[src/rtl/cal_pkg.sv]
package cal_pkg;

    localparam int NBINS_D  = 64;
    localparam int CNT_W_D  = 15;
    localparam int EVENTS_D = 16384;
    localparam int PERIOD_D = 4000;
    localparam int PS_W_D   = 12;

    typedef enum logic [1:0] {
        ST_IDLE,
        ST_COLLECT,
        ST_DRAIN,
        ST_SCAN
    } cal_state_e;

    // Centre of bin k when all bins share the period equally.
    function automatic int dflt_ps(input int k, input int nbins, input int period);
        return ((2 * k + 1) * period) / (2 * nbins);
    endfunction

endpackage

[src/rtl/cal_hist.sv]
module cal_hist #(
    parameter int NBINS = cal_pkg::NBINS_D,
    parameter int CNT_W = cal_pkg::CNT_W_D,
    parameter int EVENTS = cal_pkg::EVENTS_D,
    localparam int BIN_W = $clog2(NBINS)
) (
    input  logic             clk,
    input  logic             rst,
    input  logic             in_v,
    input  logic [BIN_W-1:0] in_bin,
    input  logic             clr_en,
    input  logic [BIN_W-1:0] clr_bin,
    output logic [CNT_W-1:0] scan_cnt,
    output logic             busy
);

    typedef struct packed {
        logic             v;
        logic [BIN_W-1:0] bin;
        logic [CNT_W-1:0] cnt;
    } op_t;

    logic [CNT_W-1:0] mem [NBINS];
    logic             s0_v;
    logic [BIN_W-1:0] s0_bin;
    op_t              s1, s2, wb;
    logic [CNT_W-1:0] base;

    // Newest in-flight value for the bin wins over the stale RAM read.
    always_comb begin
        if (s2.v && s2.bin == s1.bin)
            base = s2.cnt;
        else if (wb.v && wb.bin == s1.bin)
            base = wb.cnt;
        else
            base = s1.cnt;
    end

    always_ff @(posedge clk) begin
        if (rst) begin
            s0_v   <= 1'b0;
            s0_bin <= '0;
            s1     <= '0;
            s2     <= '0;
            wb     <= '0;
            for (int k = 0; k < NBINS; k++) mem[k] <= '0;
        end else begin
            s0_v   <= in_v;
            s0_bin <= in_bin;
            s1     <= '{v: s0_v, bin: s0_bin, cnt: mem[s0_bin]};
            s2     <= '{v: s1.v, bin: s1.bin, cnt: base + CNT_W'(1)};
            wb     <= s2;
            if (s2.v)
                mem[s2.bin] <= s2.cnt;
            else if (clr_en)
                mem[clr_bin] <= '0;
        end
    end

    assign scan_cnt = mem[clr_bin];
    assign busy     = s0_v | s1.v | s2.v;

    // clearing only happens once the counting pipeline is empty
    p_clear_idle_r8: assert property (@(posedge clk) disable iff (rst)
        clr_en |-> !busy);

    // a written count is at least one and never above the run length
    p_write_range_r5: assert property (@(posedge clk) disable iff (rst)
        s2.v |-> (s2.cnt != '0 && s2.cnt <= CNT_W'(EVENTS)));

endmodule

[src/rtl/cal_ctrl.sv]
module cal_ctrl #(
    parameter int NBINS     = cal_pkg::NBINS_D,
    parameter int CNT_W     = cal_pkg::CNT_W_D,
    parameter int EVENTS    = cal_pkg::EVENTS_D,
    parameter int PERIOD_PS = cal_pkg::PERIOD_D,
    parameter int PS_W      = cal_pkg::PS_W_D,
    localparam int BIN_W = $clog2(NBINS),
    localparam int EV_W  = $clog2(EVENTS),
    localparam int SUM_W = CNT_W + 2,
    localparam int PRD_W = SUM_W + $clog2(PERIOD_PS + 1)
) (
    input  logic             clk,
    input  logic             rst,
    input  logic             start,
    input  logic             hit_valid,
    input  logic             hist_busy,
    input  logic [CNT_W-1:0] scan_cnt,
    output logic             acc,
    output logic             clr_en,
    output logic [BIN_W-1:0] scan_bin,
    output logic             tbl_we,
    output logic [PS_W-1:0]  tbl_wdata,
    output logic             swap
);
    import cal_pkg::*;

    cal_state_e        state;
    logic [EV_W-1:0]   ev_cnt;
    logic [BIN_W-1:0]  idx;
    logic [CNT_W:0]    cum;
    logic [SUM_W-1:0]  sum2;
    logic [PRD_W-1:0]  prod;

    assign acc      = hit_valid && (state == ST_COLLECT);
    assign clr_en   = (state == ST_SCAN);
    assign tbl_we   = (state == ST_SCAN);
    assign scan_bin = idx;
    assign swap     = (state == ST_SCAN) && (idx == BIN_W'(NBINS - 1));

    // Centre of the bin: twice the lower sum plus this bin's count.
    assign sum2      = {cum, 1'b0} + SUM_W'(scan_cnt);
    assign prod      = PRD_W'(sum2) * PRD_W'(PERIOD_PS);
    assign tbl_wdata = PS_W'(prod / PRD_W'(2 * EVENTS));

    always_ff @(posedge clk) begin
        if (rst) begin
            state  <= ST_IDLE;
            ev_cnt <= '0;
            idx    <= '0;
            cum    <= '0;
        end else begin
            case (state)
                ST_IDLE: begin
                    if (start) begin
                        state  <= ST_COLLECT;
                        ev_cnt <= '0;
                    end
                end
                ST_COLLECT: begin
                    if (acc) begin
                        if (ev_cnt == EV_W'(EVENTS - 1)) begin
                            state  <= ST_DRAIN;
                            ev_cnt <= '0;
                        end else begin
                            ev_cnt <= ev_cnt + EV_W'(1);
                        end
                    end
                end
                ST_DRAIN: begin
                    if (!hist_busy) begin
                        state <= ST_SCAN;
                        idx   <= '0;
                        cum   <= '0;
                    end
                end
                ST_SCAN: begin
                    cum <= cum + (CNT_W + 1)'(scan_cnt);
                    idx <= idx + BIN_W'(1);
                    if (swap) state <= ST_COLLECT;
                end
                default: state <= ST_IDLE;
            endcase
        end
    end

    // the histogram read during the scan holds exactly one run of hits
    p_sum_matches_r4: assert property (@(posedge clk) disable iff (rst)
        swap |-> ((cum + (CNT_W + 1)'(scan_cnt)) == (CNT_W + 1)'(EVENTS)));

    // a new table takes effect only as the scan reaches its last bin
    p_swap_last_r7: assert property (@(posedge clk) disable iff (rst)
        swap |=> (state == ST_COLLECT));

endmodule

[src/rtl/cal_lut.sv]
module cal_lut #(
    parameter int NBINS     = cal_pkg::NBINS_D,
    parameter int PERIOD_PS = cal_pkg::PERIOD_D,
    parameter int PS_W      = cal_pkg::PS_W_D,
    localparam int BIN_W = $clog2(NBINS)
) (
    input  logic             clk,
    input  logic             rst,
    input  logic             we,
    input  logic [BIN_W-1:0] waddr,
    input  logic [PS_W-1:0]  wdata,
    input  logic             swap,
    input  logic             rd_v,
    input  logic [BIN_W-1:0] rd_bin,
    output logic             out_v,
    output logic [PS_W-1:0]  out_ps
);

    logic [PS_W-1:0] bank [2][NBINS];
    logic            act;

    always_ff @(posedge clk) begin
        if (rst) begin
            act    <= 1'b0;
            out_v  <= 1'b0;
            out_ps <= '0;
            for (int b = 0; b < 2; b++)
                for (int k = 0; k < NBINS; k++)
                    bank[b][k] <= PS_W'(cal_pkg::dflt_ps(k, NBINS, PERIOD_PS));
        end else begin
            if (we) bank[~act][waddr] <= wdata;
            if (swap) act <= ~act;
            out_v  <= rd_v;
            out_ps <= rd_v ? bank[act][rd_bin] : '0;
        end
    end

    // a calibrated time never leaves the clock period
    p_out_range_r6: assert property (@(posedge clk) disable iff (rst)
        out_v |-> (out_ps <= PS_W'(PERIOD_PS)));

endmodule

[src/rtl/hist_cal_unit.sv]
module hist_cal_unit #(
    parameter int NBINS     = cal_pkg::NBINS_D,
    parameter int CNT_W     = cal_pkg::CNT_W_D,
    parameter int EVENTS    = cal_pkg::EVENTS_D,
    parameter int PERIOD_PS = cal_pkg::PERIOD_D,
    parameter int PS_W      = cal_pkg::PS_W_D,
    localparam int BIN_W = $clog2(NBINS)
) (
    input  logic             clk,
    input  logic             rst,
    input  logic             start,
    input  logic             hit_valid,
    input  logic [BIN_W-1:0] hit_bin,
    output logic             cal_valid,
    output logic [PS_W-1:0]  cal_ps
);

    logic             acc, busy, clr_en, tbl_we, swap;
    logic [BIN_W-1:0] scan_bin;
    logic [CNT_W-1:0] scan_cnt;
    logic [PS_W-1:0]  tbl_wdata;

    cal_ctrl #(
        .NBINS(NBINS), .CNT_W(CNT_W), .EVENTS(EVENTS),
        .PERIOD_PS(PERIOD_PS), .PS_W(PS_W)
    ) ctrl_i (
        .clk(clk), .rst(rst), .start(start), .hit_valid(hit_valid),
        .hist_busy(busy), .scan_cnt(scan_cnt), .acc(acc), .clr_en(clr_en),
        .scan_bin(scan_bin), .tbl_we(tbl_we), .tbl_wdata(tbl_wdata), .swap(swap)
    );

    cal_hist #(.NBINS(NBINS), .CNT_W(CNT_W), .EVENTS(EVENTS)) hist_i (
        .clk(clk), .rst(rst), .in_v(acc), .in_bin(hit_bin),
        .clr_en(clr_en), .clr_bin(scan_bin), .scan_cnt(scan_cnt), .busy(busy)
    );

    cal_lut #(.NBINS(NBINS), .PERIOD_PS(PERIOD_PS), .PS_W(PS_W)) lut_i (
        .clk(clk), .rst(rst), .we(tbl_we), .waddr(scan_bin), .wdata(tbl_wdata),
        .swap(swap), .rd_v(hit_valid), .rd_bin(hit_bin),
        .out_v(cal_valid), .out_ps(cal_ps)
    );

    // every hit is answered on the next cycle
    p_latency_r2: assert property (@(posedge clk) disable iff (rst)
        hit_valid |=> cal_valid);

    // no hit, no output
    p_quiet_r9: assert property (@(posedge clk) disable iff (rst)
        !hit_valid |=> (!cal_valid && cal_ps == '0));

endmodule

[config.mk]
export PLATFORM = sky130hd
export DESIGN_NAME = hist_cal_unit
export DESIGN_NICKNAME = d
export VERILOG_FILES = /design/src/rtl/cal_pkg.sv /design/src/rtl/cal_hist.sv /design/src/rtl/cal_ctrl.sv /design/src/rtl/cal_lut.sv /design/src/rtl/hist_cal_unit.sv
export SDC_FILE = /design/constraint.sdc
export NUM_CORES = 2
export LEC_CHECK = 0
export BUFFER_PORTS_ARGS = -buffer_cell sky130_fd_sc_hd__buf_2
export CORE_UTILIZATION = 40
export DETAILED_ROUTE_END_ITERATION = 8
export SETUP_SLACK_MARGIN = 0.15
export SLEW_MARGIN = 40
export SYNTH_ARGS = -nofsm -noshare
export SYNTH_HDL_FRONTEND = slang
export SYNTH_SLANG_ARGS = --single-unit
export TNS_END_PERCENT = 100
[constraint.sdc]
create_clock -name clk -period 11.55 [get_ports clk]
set_input_delay 0 -clock clk [delete_from_list [all_inputs] [get_ports clk]]
set_output_delay 0 -clock clk [all_outputs]
set_load 0.03 [all_outputs]
==> results.yml <==
status:
  status: "complete, no violations"
worst_setup_path:
  crit_path_max_incr_delay_ns: 0.83
  crit_path_start_kind: "register"
  end_kind: "register"
  cpMaxStageDelayCell: "dfxtp_4"
  rr_endpoint: "lut_i.bank[1][502]$_DFFE_PP_"
  crit_fanout: 34
  ff2ff_setup_slack_ns: 1.20
  r2r_cells: 29
  worstPathRequired_ns: 11.98
  crit_path_frequent_cell: "o21ai_0"
  arrival_ns: 10.79
  path_class: "register to register"
floorplanning:
  row_count: 201
  initial_core_util_pct: 40.2
  die_x_um: 551
  core_area_um2: 300000
  die_y_um: 551
  die_area_um2: 304000
  num_io_pins: 23
route:
  dr_total_vias: 71600
  drt_iter0_drc: 9739
  dr.pass1.iters: 6
  routedWlPerCell_um: 33.3
  drc: 0
  vias_per_cell: 6.12
  wirelength_um: 389000
  antenna_left: 0
sta:
  tns_ns: 0
  worst_clock_skew_ns: 0.0618
  slew_headroom_pct: 34.4
  worstMarginPinSlew_ns: 0.982
  slew_violations: 0
  fmax_mhz: 96.6
  finalHoldViolations: 0
  setup-violations-final: 0
  rsz0062_at_grt: "no"
  timing.final.crit_period_ns: 10.35
  fin_crit_sh_pct: 89.6
clock_network:
  clockRootBuffer: "clkbuf_16"
  cts_made_buffers: 291
  clk_path_buf_depth: 4
  clk_pin_slew_ns: 0.06
  tritoncts: "done"
  h-tree-depth: 5
  insertion_delay_ns: 0.88
  cts_sinks: 2628
  post_cts_buffers: 0
logic_synthesis:
  yosysWarnings: 0
  yosysUniqueCellTypes: 57
  yosysTopAreaCellShare_pct: 62.2
  ys_async_sr_fraction_pct: 0
  ys_seq_area_share_pct: 64.4
  avgSynthCellArea_um2: 16.1
  synth_edf_count: 2496
  synth_flop_cell: "edfxtp_1"
  synth.net_count: 7615
  syn_area_um2: 121000
  synthCells: 7483
  synth_top_area_cell: "edfxtp_1"
  synth_area_leaders: "edfxtp_1, mux4_2, nor2_1"
  synth-seq-cells: 2628
layout:
  nFillCells: 25900
  drive_gt1_share_pct: 26.4
  final_util_pct: 45.4
  area_delta_synth_final_pct: 12.9
  fin_nets: 7627
  multi_input_area_um2: 41400
  layout.cells.non_filler: 11700
  seqCellArea_um2: 77600
grt:
  grt_use_total_pct: 25.6
  antenna_found_initial: 23
  grt.overflow.total: 0
  grt_pass1_wl_um: 548000
  grt_max_degree: 89
  grt_pass1_vias: 70800
pwr:
  power_w: 0.0380
  vdd_drop_max_uv: 1830
  p_leak_nw: 41.7
  power_density_nw_per_um2: 280
min_path:
  hold_path.class: "primary input to register"
  whs_path_depth: 5
  whs_endpoint: "lut_i.out_ps[2]$_SDFF_PP0_"
  hold_start: "hit_bin[3]"
placement:
  dpl.cell_count: 11100
  io_buffers: 22
  gp_congestion: 0.903
  hpwl_um: 245000
run:
  max_cap_viol_count: 0
## worst max-delay path, delay by kind of cell (launching register included)
kind | cells | cell delay (ns)
flops | 1 | 0.83
compound gates | 10 | 2.48
fa+ha+maj | 6 | 2.48
buf+inv | 4 | 0.82
simple gates | 4 | 0.69
xor+xnor | 2 | 0.82
mux | 3 | 1.75
## flip-flops by register name, summed over array words and instances (netlist names), named ones only
signal and count:
ctrl_i.state 2, ctrl_i.cum 16, lut_i.act 1, lut_i.out_v 1
lut_i.out_ps 12, hist_i.mem 960, hist_i.wb 22, ctrl_i.scan_bin 6
hist_i.s2 22, hist_i.s0_v 1, hist_i.s1 22, hist_i.s0_bin 6
ctrl_i.ev_cnt 14, lut_i.bank 1536
## layer usage
| layer | vias to the layer above | track usage (%) | share of wire, % |
|---|---|---|---|
| li1 | 28700 | - | - |
| met1 | 37700 | 33.7 | 37 |
| met2 | 4329 | 41.0 | 48 |
| met3 | 831 | 4.99 | 9.9 |
| met4 | 6 | 12.0 | 5.4 |
| met5 | - | 0 | 0.016 |
## power by group
group / internal, W / switching (W)
clock network: 0.00512 / 0.00386
logic: 0.00333 / 0.0144
registers: 0.0112 / 0.000214
total: 0.0196 / 0.0184
## final cells by class
class                   count  area share [%]
flip-flops and latches   2628            57.0
multi-input cells        4198            30.4
clock buffers             369            5.67
well taps                3958            3.64
repair buffers            304            2.08
clock inverters           139           0.885
inverters                  72           0.199
diodes                     18          0.0331
## cell usage after synthesis (3+ instances only)
cell,number
a41oi_1,3
nor2b_1,78
nor4_1,3
nand3_1,22
o21ai_0,45
a21oi_1,102
ha_1,74
o41ai_1,3
a21o_1,11
inv_1,72
buf_2,45
o31ai_1,5
mux2_2,6
mux4_2,1118
edfxtp_1,2496
xor2_1,34
a211oi_1,3
mux2i_1,51
a22o_1,13
and2_1,16
nor3b_1,6
nand3b_1,5
nand2b_1,143
nand4_1,12
dfxtp_1,132
o21bai_1,10
a22oi_1,9
fa_1,48
o211ai_1,3
clkbuf_1,441
nand2_1,613
and3_1,10
a31oi_1,6
xnor2_1,62
buf_6,4
or2_2,4
or3_1,10
o21a_1,4
nor2_1,1621
nor3_1,24
o22ai_1,3
buf_1,95
## through the flow
step           instance area (µm²)  hold slack [ns]  worst slack, ns
2_1_floorplan               121000            0.168             1.40
3_3_place_gp                126000            0.360            0.961
3_5_place_dp                127000            0.360             1.14
4_1_cts                     136000          0.00452             1.18
5_1_grt                     136000           0.0431            0.567
6_report                    136000           0.0401             1.20
## what timing repair did
action                    CTS  global route
hold endpoints to repair  120             0
hold buffers                8             0
gates resized for setup     0             0
## cells in the final DEF (no fill, tap or decap), types with 18 or more instances in the layout
cell       instances
xnor2_1           54
nor3_1            22
ha_1              74
nand3_1           22
dfxtp_1          121
nand2b_2          69
nand2_2           38
buf_2             18
clkinv_1          61
a21oi_1          100
nor2_4            60
diode_2           18
nor2_2            26
fa_1              48
xor2_1            30
clkbuf_1          70
mux4_2          1118
clkinv_2          34
buf_6             26
nand2_1          571
o21ai_0           43
mux2i_1           50
edfxtp_1        2496
buf_4            215
inv_1             72
nor2_1          1535
nand2b_1          73
clkbuf_16        297
nor2b_1           77
## cell families after synthesis
group | Yosys count | synth area share (%)
compound gates | 230 | 1.17
mux | 1175 | 21.4
flops | 2628 | 64.4
buf+inv | 657 | 2.12
xor+xnor | 96 | 0.698
fa+ha+maj | 123 | 1.57
simple gates | 2574 | 8.70
## how the worst max path moves through the flow
| stage | start | cells past startpoint | end | slack, ns |
|---|---|---|---|---|
| 6_report | register | 29 | lut_i.bank[1][502]$_DFFE_PP_ | 1.20 |
| 3_3_place_gp | register | 30 | lut_i.bank[1][743]$_DFFE_PP_ | 0.96 |
| 3_5_place_dp | register | 29 | lut_i.bank[1][10]$_DFFE_PP_ | 1.14 |
| 2_1_floorplan | register | 33 | lut_i.bank[1][383]$_DFFE_PP_ | 1.40 |
| 5_1_grt | register | 29 | lut_i.bank[1][406]$_DFFE_PP_ | 0.57 |
| 4_1_cts | register | 29 | lut_i.bank[1][574]$_DFFE_PP_ | 1.18 |
(Power assumes the default switching activity.)
